## config.mk

```make
export PLATFORM = sky130hd
export DESIGN_NAME = dma_addr_gen
export DESIGN_NICKNAME = d
export VERILOG_FILES = /design/src/rtl/dma_agu_pkg.sv /design/src/rtl/dma_ptr_reg.sv /design/src/rtl/dma_align_chk.sv /design/src/rtl/dma_addr_gen.sv
export SDC_FILE = /design/constraint.sdc
export NUM_CORES = 1
export LEC_CHECK = 0
export BUFFER_PORTS_ARGS = -buffer_cell sky130_fd_sc_hd__clkbuf_2
export CORE_MARGIN = 2
export CORE_UTILIZATION = 51
export CTS_CLUSTER_DIAMETER = 30
export CTS_CLUSTER_SIZE = 20
export DETAILED_ROUTE_END_ITERATION = 12
export PLACE_DENSITY = 0.8
export SLEW_MARGIN = 10
export SYNTH_ARGS = -nofsm -noshare
export SYNTH_HDL_FRONTEND = slang
export SYNTH_HIERARCHICAL = 1
export SYNTH_SLANG_ARGS = --single-unit
```

## constraint.sdc

```tcl
create_clock -name clk_i -period 2.7 [get_ports clk_i]
set_clock_uncertainty 0.05 [all_clocks]
set_input_delay 0.27 -clock clk_i [delete_from_list [all_inputs] [get_ports clk_i]]
set_output_delay 0.27 -clock clk_i [all_outputs]
set_load 0.005 [all_outputs]
```

## src/rtl/dma_agu_pkg.sv

```systemverilog
package dma_agu_pkg;
  typedef enum logic [1:0] {
    SZ_BYTE = 2'b00,
    SZ_WORD = 2'b01,
    SZ_LONG = 2'b10,
    SZ_RSVD = 2'b11
  } op_size_e;

  typedef enum logic [1:0] {
    SEL_SRC  = 2'd0,
    SEL_DST  = 2'd1,
    SEL_STAT = 2'd2,
    SEL_NONE = 2'd3
  } reg_sel_e;

  localparam int STEP_W = 3;

  function automatic logic [STEP_W-1:0] step_of(logic [1:0] sz);
    case (sz)
      SZ_BYTE: step_of = 3'd1;
      SZ_WORD: step_of = 3'd2;
      SZ_LONG: step_of = 3'd4;
      default: step_of = 3'd0;
    endcase
  endfunction
endpackage

```

## src/rtl/dma_ptr_reg.sv

```systemverilog
module dma_ptr_reg #(
  parameter int AW     = 32,
  parameter int STEP_W = 3
) (
  input  logic              clk_i,
  input  logic              wr_en_i,
  input  logic [AW-1:0]     wr_data_i,
  input  logic              inc_en_i,
  input  logic [STEP_W-1:0] step_i,
  output logic [AW-1:0]     ptr_o
);
  logic [AW-1:0] ptr_q;

  // no reset: contents persist across reset
  always_ff @(posedge clk_i) begin
    if (wr_en_i)       ptr_q <= wr_data_i;
    else if (inc_en_i) ptr_q <= ptr_q + AW'(step_i);
  end

  assign ptr_o = ptr_q;
endmodule

```

## src/rtl/dma_align_chk.sv

```systemverilog
module dma_align_chk #(
  parameter int AW   = 32,
  parameter int NPTR = 2
) (
  input  logic [1:0]    size_i,
  input  logic [AW-1:0] ptr_i [NPTR],
  output logic          err_o
);
  logic [NPTR-1:0] odd;

  for (genvar i = 0; i < NPTR; i++) begin : g_odd
    assign odd[i] = ptr_i[i][0];
  end

  always_comb begin
    case (size_i)
      dma_agu_pkg::SZ_BYTE: err_o = 1'b0;
      dma_agu_pkg::SZ_WORD,
      dma_agu_pkg::SZ_LONG: err_o = |odd;
      default:              err_o = 1'b1;
    endcase
  end
endmodule

```

## src/rtl/dma_addr_gen.sv

```systemverilog
module dma_addr_gen
  import dma_agu_pkg::*;
#(
  parameter int AW = 32
) (
  input  logic          clk_i,
  input  logic          rst_ni,
  input  logic          stop_i,
  input  logic          src_inc_en_i,
  input  logic          dst_inc_en_i,
  input  logic [1:0]    op_size_i,
  input  logic          start_i,
  input  logic          phase_wr_i,
  input  logic          xfer_done_i,
  input  logic          bus_err_i,
  output logic [AW-1:0] addr_o,
  output logic          addr_vld_o,
  output logic          conf_err_o,
  input  logic          reg_wr_i,
  input  logic [1:0]    reg_sel_i,
  input  logic [AW-1:0] reg_wdata_i,
  output logic [AW-1:0] reg_rdata_o
);
  localparam int NPTR = 2;

  logic [AW-1:0]     ptr_q [NPTR];
  logic [NPTR-1:0]   inc_cfg, inc_q, ptr_wr;
  logic [1:0]        size_q;
  logic              active_q, err_q;
  logic              chk_err, start_ok, err_set, err_clr, advance;
  logic [STEP_W-1:0] step;

  assign inc_cfg  = {dst_inc_en_i, src_inc_en_i};
  assign start_ok = start_i & ~active_q & ~err_q;
  assign err_set  = start_ok & chk_err;
  assign err_clr  = reg_wr_i & ~stop_i & (reg_sel_i == SEL_STAT) & reg_wdata_i[0];
  assign advance  = active_q & (xfer_done_i | bus_err_i);
  assign step     = step_of(size_q);

  dma_align_chk #(.AW(AW), .NPTR(NPTR)) i_align (
    .size_i (op_size_i),
    .ptr_i  (ptr_q),
    .err_o  (chk_err)
  );

  for (genvar i = 0; i < NPTR; i++) begin : g_ptr
    assign ptr_wr[i] = reg_wr_i & ~stop_i & (reg_sel_i == 2'(i));
    dma_ptr_reg #(.AW(AW), .STEP_W(STEP_W)) i_ptr (
      .clk_i     (clk_i),
      .wr_en_i   (ptr_wr[i]),
      .wr_data_i (reg_wdata_i),
      .inc_en_i  (advance & inc_q[i]),
      .step_i    (step),
      .ptr_o     (ptr_q[i])
    );
  end

  always_ff @(posedge clk_i or negedge rst_ni) begin
    if (!rst_ni) begin
      active_q <= 1'b0;
      err_q    <= 1'b0;
      size_q   <= SZ_BYTE;
      inc_q    <= '0;
    end else begin
      if (err_set)      err_q <= 1'b1;
      else if (err_clr) err_q <= 1'b0;

      if (start_ok && !chk_err) begin
        active_q <= 1'b1;
        size_q   <= op_size_i;
        inc_q    <= inc_cfg;
      end else if (advance) begin
        active_q <= 1'b0;
      end
    end
  end

  assign addr_o     = phase_wr_i ? ptr_q[1] : ptr_q[0];
  assign addr_vld_o = active_q & ~err_q;
  assign conf_err_o = err_q;

  always_comb begin
    reg_rdata_o = '0;
    if (!stop_i) begin
      case (reg_sel_i)
        SEL_SRC:  reg_rdata_o = ptr_q[0];
        SEL_DST:  reg_rdata_o = ptr_q[1];
        SEL_STAT: reg_rdata_o = {{(AW-1){1'b0}}, err_q};
        default:  reg_rdata_o = '0;
      endcase
    end
  end
endmodule

```

## Yosys cells after proc, flatten, opt, wreduce, memory -nomap -nowiden

Index checks and enable logic that the tools add are counted.

| cells by class | value |
|---|---|
| bitwise operators | 16 |
| mux-type cells | 13 |
| reductions and logical operators | 11 |
| add/subtract/negate cells | 2 |
| equal/unequal tests | 6 |

Operators by type and width:

| cell | number |
|---|---|
| $mux W32 | 6 |
| $pmux W32 S3 | 1 |
| $add A32 B3 Y32 | 2 |
| $and A1 B1 Y1 | 12 |
| $pmux W3 S3 | 1 |
| $reduce_bool A2 Y1 | 4 |
| $eq A2 B1 Y1 const B | 3 |
| $eq A2 B2 Y1 const B | 3 |
| $logic_not A2 Y1 | 3 |
| $mux W1 | 4 |
| $reduce_or A2 Y1 | 2 |
| $not A1 Y1 | 3 |
| $pmux W1 S2 | 1 |
| $logic_and A1 B1 Y1 | 1 |
| $logic_not A1 Y1 | 1 |
| $or A1 B1 Y1 | 1 |

| word-level totals | value |
|---|---|
| word-level logic and storage cells | 54 |
| output and inout port bits | 66 |
| register bits after elaboration | 70 |

## Logic depth before layout (Yosys ltp)

| logic depth | value |
|---|---|
| word-level depth | 6 |
| gate-level depth with buffers | 8 |

## By module

The synthesis kept the hierarchy.

Modules (own cells, without submodules):

| module | cells an instance | instances | area each (µm²) | sequential area each (µm²) |
|---|---|---|---|---|
| dma_ptr_reg | 219 | 2 | 2093.3 | 960.9 |
| dma_addr_gen | 138 | 1 | 1188.6 | 150.1 |
| dma_align_chk | 5 | 1 | 33.8 | 0.0 |

## Least setup slack after synthesis

No wires, ideal clock.

| timing | value |
|---|---|
| path kind | register -> register |
| from | register size_q[1] |
| to | register g_ptr[0].i_ptr.ptr_q[28], data pin |
| path slack | 0.105 ns |
| data arrival time | 2.393 ns |
| buffers on the path | 1 |
| setup time | 0.152 ns |
| required time | 2.498 ns |
| cell stages (with the launch flop) | 8 |
| cell sequence | dfrtp_1 > nor2b_1 > fa_1 > a21oi_1 > or4b_1 > buf_2 > or4_1 > a31oi_1 |

| on the way | value |
|---|---|
| cells in the longest elaborated chain, start to end | 5 |

Ends and longest elaborated chain:

| what | line | source |
|---|---|---|
| from (decl) | dma_addr_gen.sv:28 | `logic [1:0] size_q;` |
| from (signal assigned) | dma_addr_gen.sv:70 | `size_q <= op_size_i;` |
| $eq A2 B2 Y1 (tied with other cells) | dma_agu_pkg.sv:19 | `case (sz)` |
| $pmux W3 S3 (*) | dma_agu_pkg.sv:19 |  |
| via step[1] | dma_addr_gen.sv:31 | `logic [STEP_W-1:0] step;` |
| $add A32 B3 Y32 (*) | dma_ptr_reg.sv:17 | `else if (inc_en_i) ptr_q <= ptr_q + AW'(step_i);` |
| $mux W32 (*) | dma_ptr_reg.sv:17 |  |
| $mux W32 (*) | dma_ptr_reg.sv:16 | `if (wr_en_i) ptr_q <= wr_data_i;` |
| to (signal assigned) | dma_ptr_reg.sv:16 |  |
| to (signal assigned) | dma_ptr_reg.sv:17 |  |
| to (decl) | dma_ptr_reg.sv:12 | `logic [AW-1:0] ptr_q;` |

The timed path passes the listed nets; every way through them passes the cells marked *. The select of a mux whose other input is x is not followed.
A chain may end at the register's enable or synchronous reset.

## Worst setup path in the final report

| timing | value |
|---|---|
| from | register size_q[0] |
| to | register g_ptr[1].i_ptr.ptr_q[28], data pin |

| on the way | value |
|---|---|
| cells in the longest elaborated chain, start to end | 5 |

Ends and longest elaborated chain:

| what | line |
|---|---|
| $eq A2 B2 Y1 (tied with other cells) | dma_agu_pkg.sv:19 |
| $pmux W3 S3 (*) | dma_agu_pkg.sv:19 |
| via step[0] | dma_addr_gen.sv:31 |
| $add A32 B3 Y32 (*) | dma_ptr_reg.sv:17 |
| $mux W32 (*) | dma_ptr_reg.sv:17 |
| $mux W32 (*) | dma_ptr_reg.sv:16 |
| to (signal assigned) | dma_ptr_reg.sv:16 |
| to (signal assigned) | dma_ptr_reg.sv:17 |
| to (decl) | dma_ptr_reg.sv:12 |

Marks and branches as above.

==> results.md <==
- Post-synthesis net count: 636
- P per Cell Area: 428 nW/µm²
- Num CTS Buffers: 9
- Area after DPL: 6150 µm²
- Ports: 112
- Psw: 784 µW
- Tcrit/Tclk final: 0.973
- Post-layout min period: 2.63 ns
- Netlist cell types: 42
- Leakage power: 2.32 nW
- CTS tree: done
- Max frequency: 0.381 GHz
- Setup crit end kind: register
- Slew Viols, Final: 0
- Multi-input gate area: 3170 µm²
- DP HPWL: 11.6 mm
- Design Area, Final: 6360 µm²
- Sequential share of power: 0.478
- DR pass1 iterations: 7
- Root buffer cell: clkbuf_8
- Post-route ant nets: 0
- Hold Path Depth: 2
- Initial antenna violation count: 0
- Largest stage delay, worst path: 0.60 ns
- Setup TNS: 0 ns
- Ant diodes: 0
- Depth of the most critical reg-to-reg path: 7
- GR Util met2: 0.447
- Synth Instances: 581
- Min-delay src: dst_inc_en_i
- Largest net degree at the start of global routing: 35
- Peak VDD IR: 0.000251 V
- Routed len/inst: 19.6 µm
- Ys Warns: 6
- CP required: 2.84 ns
- Hold Path Class: in2reg
- Max_slew headroom: 0.390
- Internal power: 1.94 mW
- Die area: 11400 µm²
- Die height: 107 µm
- Critical path's slowest cell: or4b_4
- Most frequent cells in the layout: clkbuf_2, nor2_1, edfxtp_1, nand2_1, mux2_2
- Drt total wl: 16.2 mm
- IO Port Bufs: 111
- Post-synth ARST share: 0.0857
- Number of flops mapped to enable cells by yosys: 64
- DR iter-0 viols: 556
- Sw Ratio: 0.288
- CTS sink cnt: 70
- Synthesized flop and latch total: 70
- Max-cap violations: 0
- Final Wtd Congestion: 0.965
- Layout cells sized above 1: 0.291
- Worst EP arrival: 2.76 ns
- Fillers: 878
- Register area share after synthesis: 0.383
- GRT Total Usage: 0.286
- Combinational power share: 0.224
- First-pass GRT wire length: 25.5 mm
- Worst-Margin Slew: 0.914 ns
- Commonest non-fill, non-tap cell in the layout: clkbuf_2
- Seq. cell area: 2070 µm²
- Grt peak-use layer: met2
- Core area: 10300 µm²
- Crit-path cells: nor2_2, ha_1, fa_2, a21oi_1, or4b_4, or4_1, a31oi_1
- Final Setup Violations: 0
- Clock latency on the worst-skew pair: 0.34 ns
- Status: complete, no violations
- Via density per instance: 6.53
- Final nets: 742
- Clock Pin Slew Worst Setup and Hold Paths: 0.07 ns
- CTS Buffer Depth: 2
- Area growth from synthesis to layout: 17.6%
- Worst setup path class: reg2reg
- RSZ-0062 raised after global routing: true
- Reg2Reg Setup Slack: 0.07 ns
- Vias in the first global route: 4981
- Setup Fix Bufs, Post-CTS: 0
- Die width: 107 µm
- # rows: 37
- Vias: 5403
- Worst R2R Start: size_q[0]
- Gr ovfl total: 0
- Clock Power Share: 0.298
- H-tree depth: 3
- Worst-path fanout max: 8
- Critical Path Start Type: register
- # DRC: 0
- Initial core utilization: 0.524
- Worst r2r dst: g_ptr[1].i_ptr/ptr_o[28]
- Final Hold Fails: 0
- Ys flop type: edfxtp_1
- Grt met1 use: 0.407
- Mapped cell area: 5410 µm²
- Grt met3 use: 0.0371
- Mean area per synthesized cell: 9.31 µm²
- Hold EP: inc_q[1]
[power by group through the flow]
stage / Clock, mW / Combinational (mW) / Sequential (mW)
finish: 0.813 / 0.610 / 1.30
global route: 0.864 / 0.672 / 1.31
detailed placement: 0 / 0.593 / 1.32
global placement: 0 / 0.564 / 1.32
CTS: 0.818 / 0.596 / 1.30
floorplan: 0 / 0.368 / 1.30
[layout make-up]
cell class / count / share of cell area
Multi-Input combinational cell: 462 / 0.498
Tap cell: 136 / 0.0267
Sequential cell: 70 / 0.326
Timing Repair Buffer: 135 / 0.116
Clock inverter: 5 / 0.00806
Inverter: 9 / 0.00531
Clock buffer: 10 / 0.0201
[what timing repair did]
item | 4_1_cts | 5_1_grt
gates resized for setup | 0 | 7
hold buffers | 1 | 0
hold endpoints to repair | 6 | 0
setup endpoints to repair | 0 | 15
[synth_stat cells, types with 5 or more instances]
cell       n  share of area
a31oi_1   33          0.038
nor2b_1    5         0.0058
mux2i_1   32          0.059
nand3_1   24          0.022
xnor2_1   20          0.032
nor3_1     6         0.0056
nand2_1   41          0.028
nand4_1   26          0.030
or4_1     22          0.031
nor4_1     8         0.0093
o41ai_1    6         0.0097
o31ai_1   20          0.028
mux2_2    38          0.079
nor2_1    72          0.050
ha_1       7          0.016
buf_2     12          0.011
edfxtp_1  64           0.36
nand4b_1   5         0.0081
o21ai_0   28          0.026
inv_1      7         0.0049
nand2b_1   5         0.0058
or3_1     10          0.012
clkbuf_1  28          0.019
and3_1     6         0.0069
a21oi_1   12          0.011
dfrtp_1    6          0.028
o211ai_1   6         0.0083
[logic make-up (layout without fill, tap and decap cells)]
group / after synthesis / in the layout / share of synthesized area
flip-flops: 70 / 70 / 0.383
multiplexers: 72 / 72 / 0.142
AO/OA/AOI/OAI: 114 / 114 / 0.135
AND/OR/NAND/NOR: 245 / 245 / 0.244
XOR/XNOR: 22 / 22 / 0.0356
buffers and inverters: 49 / 159 / 0.0368
adder cells (fa/ha/maj): 9 / 9 / 0.0236
[how the worst max path moves through the flow]
stage	start	end	slack [ns]	depth (start not counted)
finish	size_q[0]	g_ptr[1].i_ptr/ptr_o[28]	0.07	7
global route	size_q[0]	g_ptr[1].i_ptr/ptr_o[28]	-0.03	7
CTS	size_q[0]	g_ptr[0].i_ptr/ptr_o[28]	0.005	7
detailed placement	size_q[0]	g_ptr[0].i_ptr/ptr_o[28]	-0.006	7
global placement	size_q[0]	g_ptr[0].i_ptr/ptr_o[28]	0.11	7
floorplan	size_q[1]	g_ptr[0].i_ptr/ptr_o[28]	0.11	7
[registers in the layout, summed over array words and instances (netlist names)]
register           flops
inc_q                  2
g_ptr.i_ptr/ptr_o     64
conf_err_o             1
size_q                 2
active_q               1
[critical path: cells and delay by family (launching register included)]
family	cells	cell delay (ns)
adders and majority gates	2	0.48
AOI/OAI and AO/OA	2	0.29
and+or+nand+nor	3	1.24
DFF	1	0.41
[routing by layer]
| metal | vias to the layer above | part of all wire |
|---|---|---|
| met1 | 2543 | 0.41 |
| met2 | 370 | 0.47 |
| met3 | 26 | 0.11 |
| li1 | 2464 | - |
| met5 | - | 0 |
| met4 | 0 | 0.012 |
[metrics by stage]
| stage | power, mW | util | hold slack [ns] | setup WS [ns] | instances |
|---|---|---|---|---|---|
| 2_1_floorplan | 1.67 | - | -0.0756 | 0.105 | 581 |
| 3_3_place_gp | 1.88 | 0.596 | 0.0571 | 0.112 | 811 |
| 3_5_place_dp | 1.92 | 0.596 | 0.0625 | -0.00576 | 811 |
| 4_1_cts | 2.71 | 0.614 | 0.0963 | 0.00543 | 827 |
| 5_1_grt | 2.85 | 0.616 | 0.114 | -0.0262 | 827 |
| 6_report | 2.73 | 0.616 | 0.107 | 0.0734 | 827 |
Power figures use the tool's default switching activity.
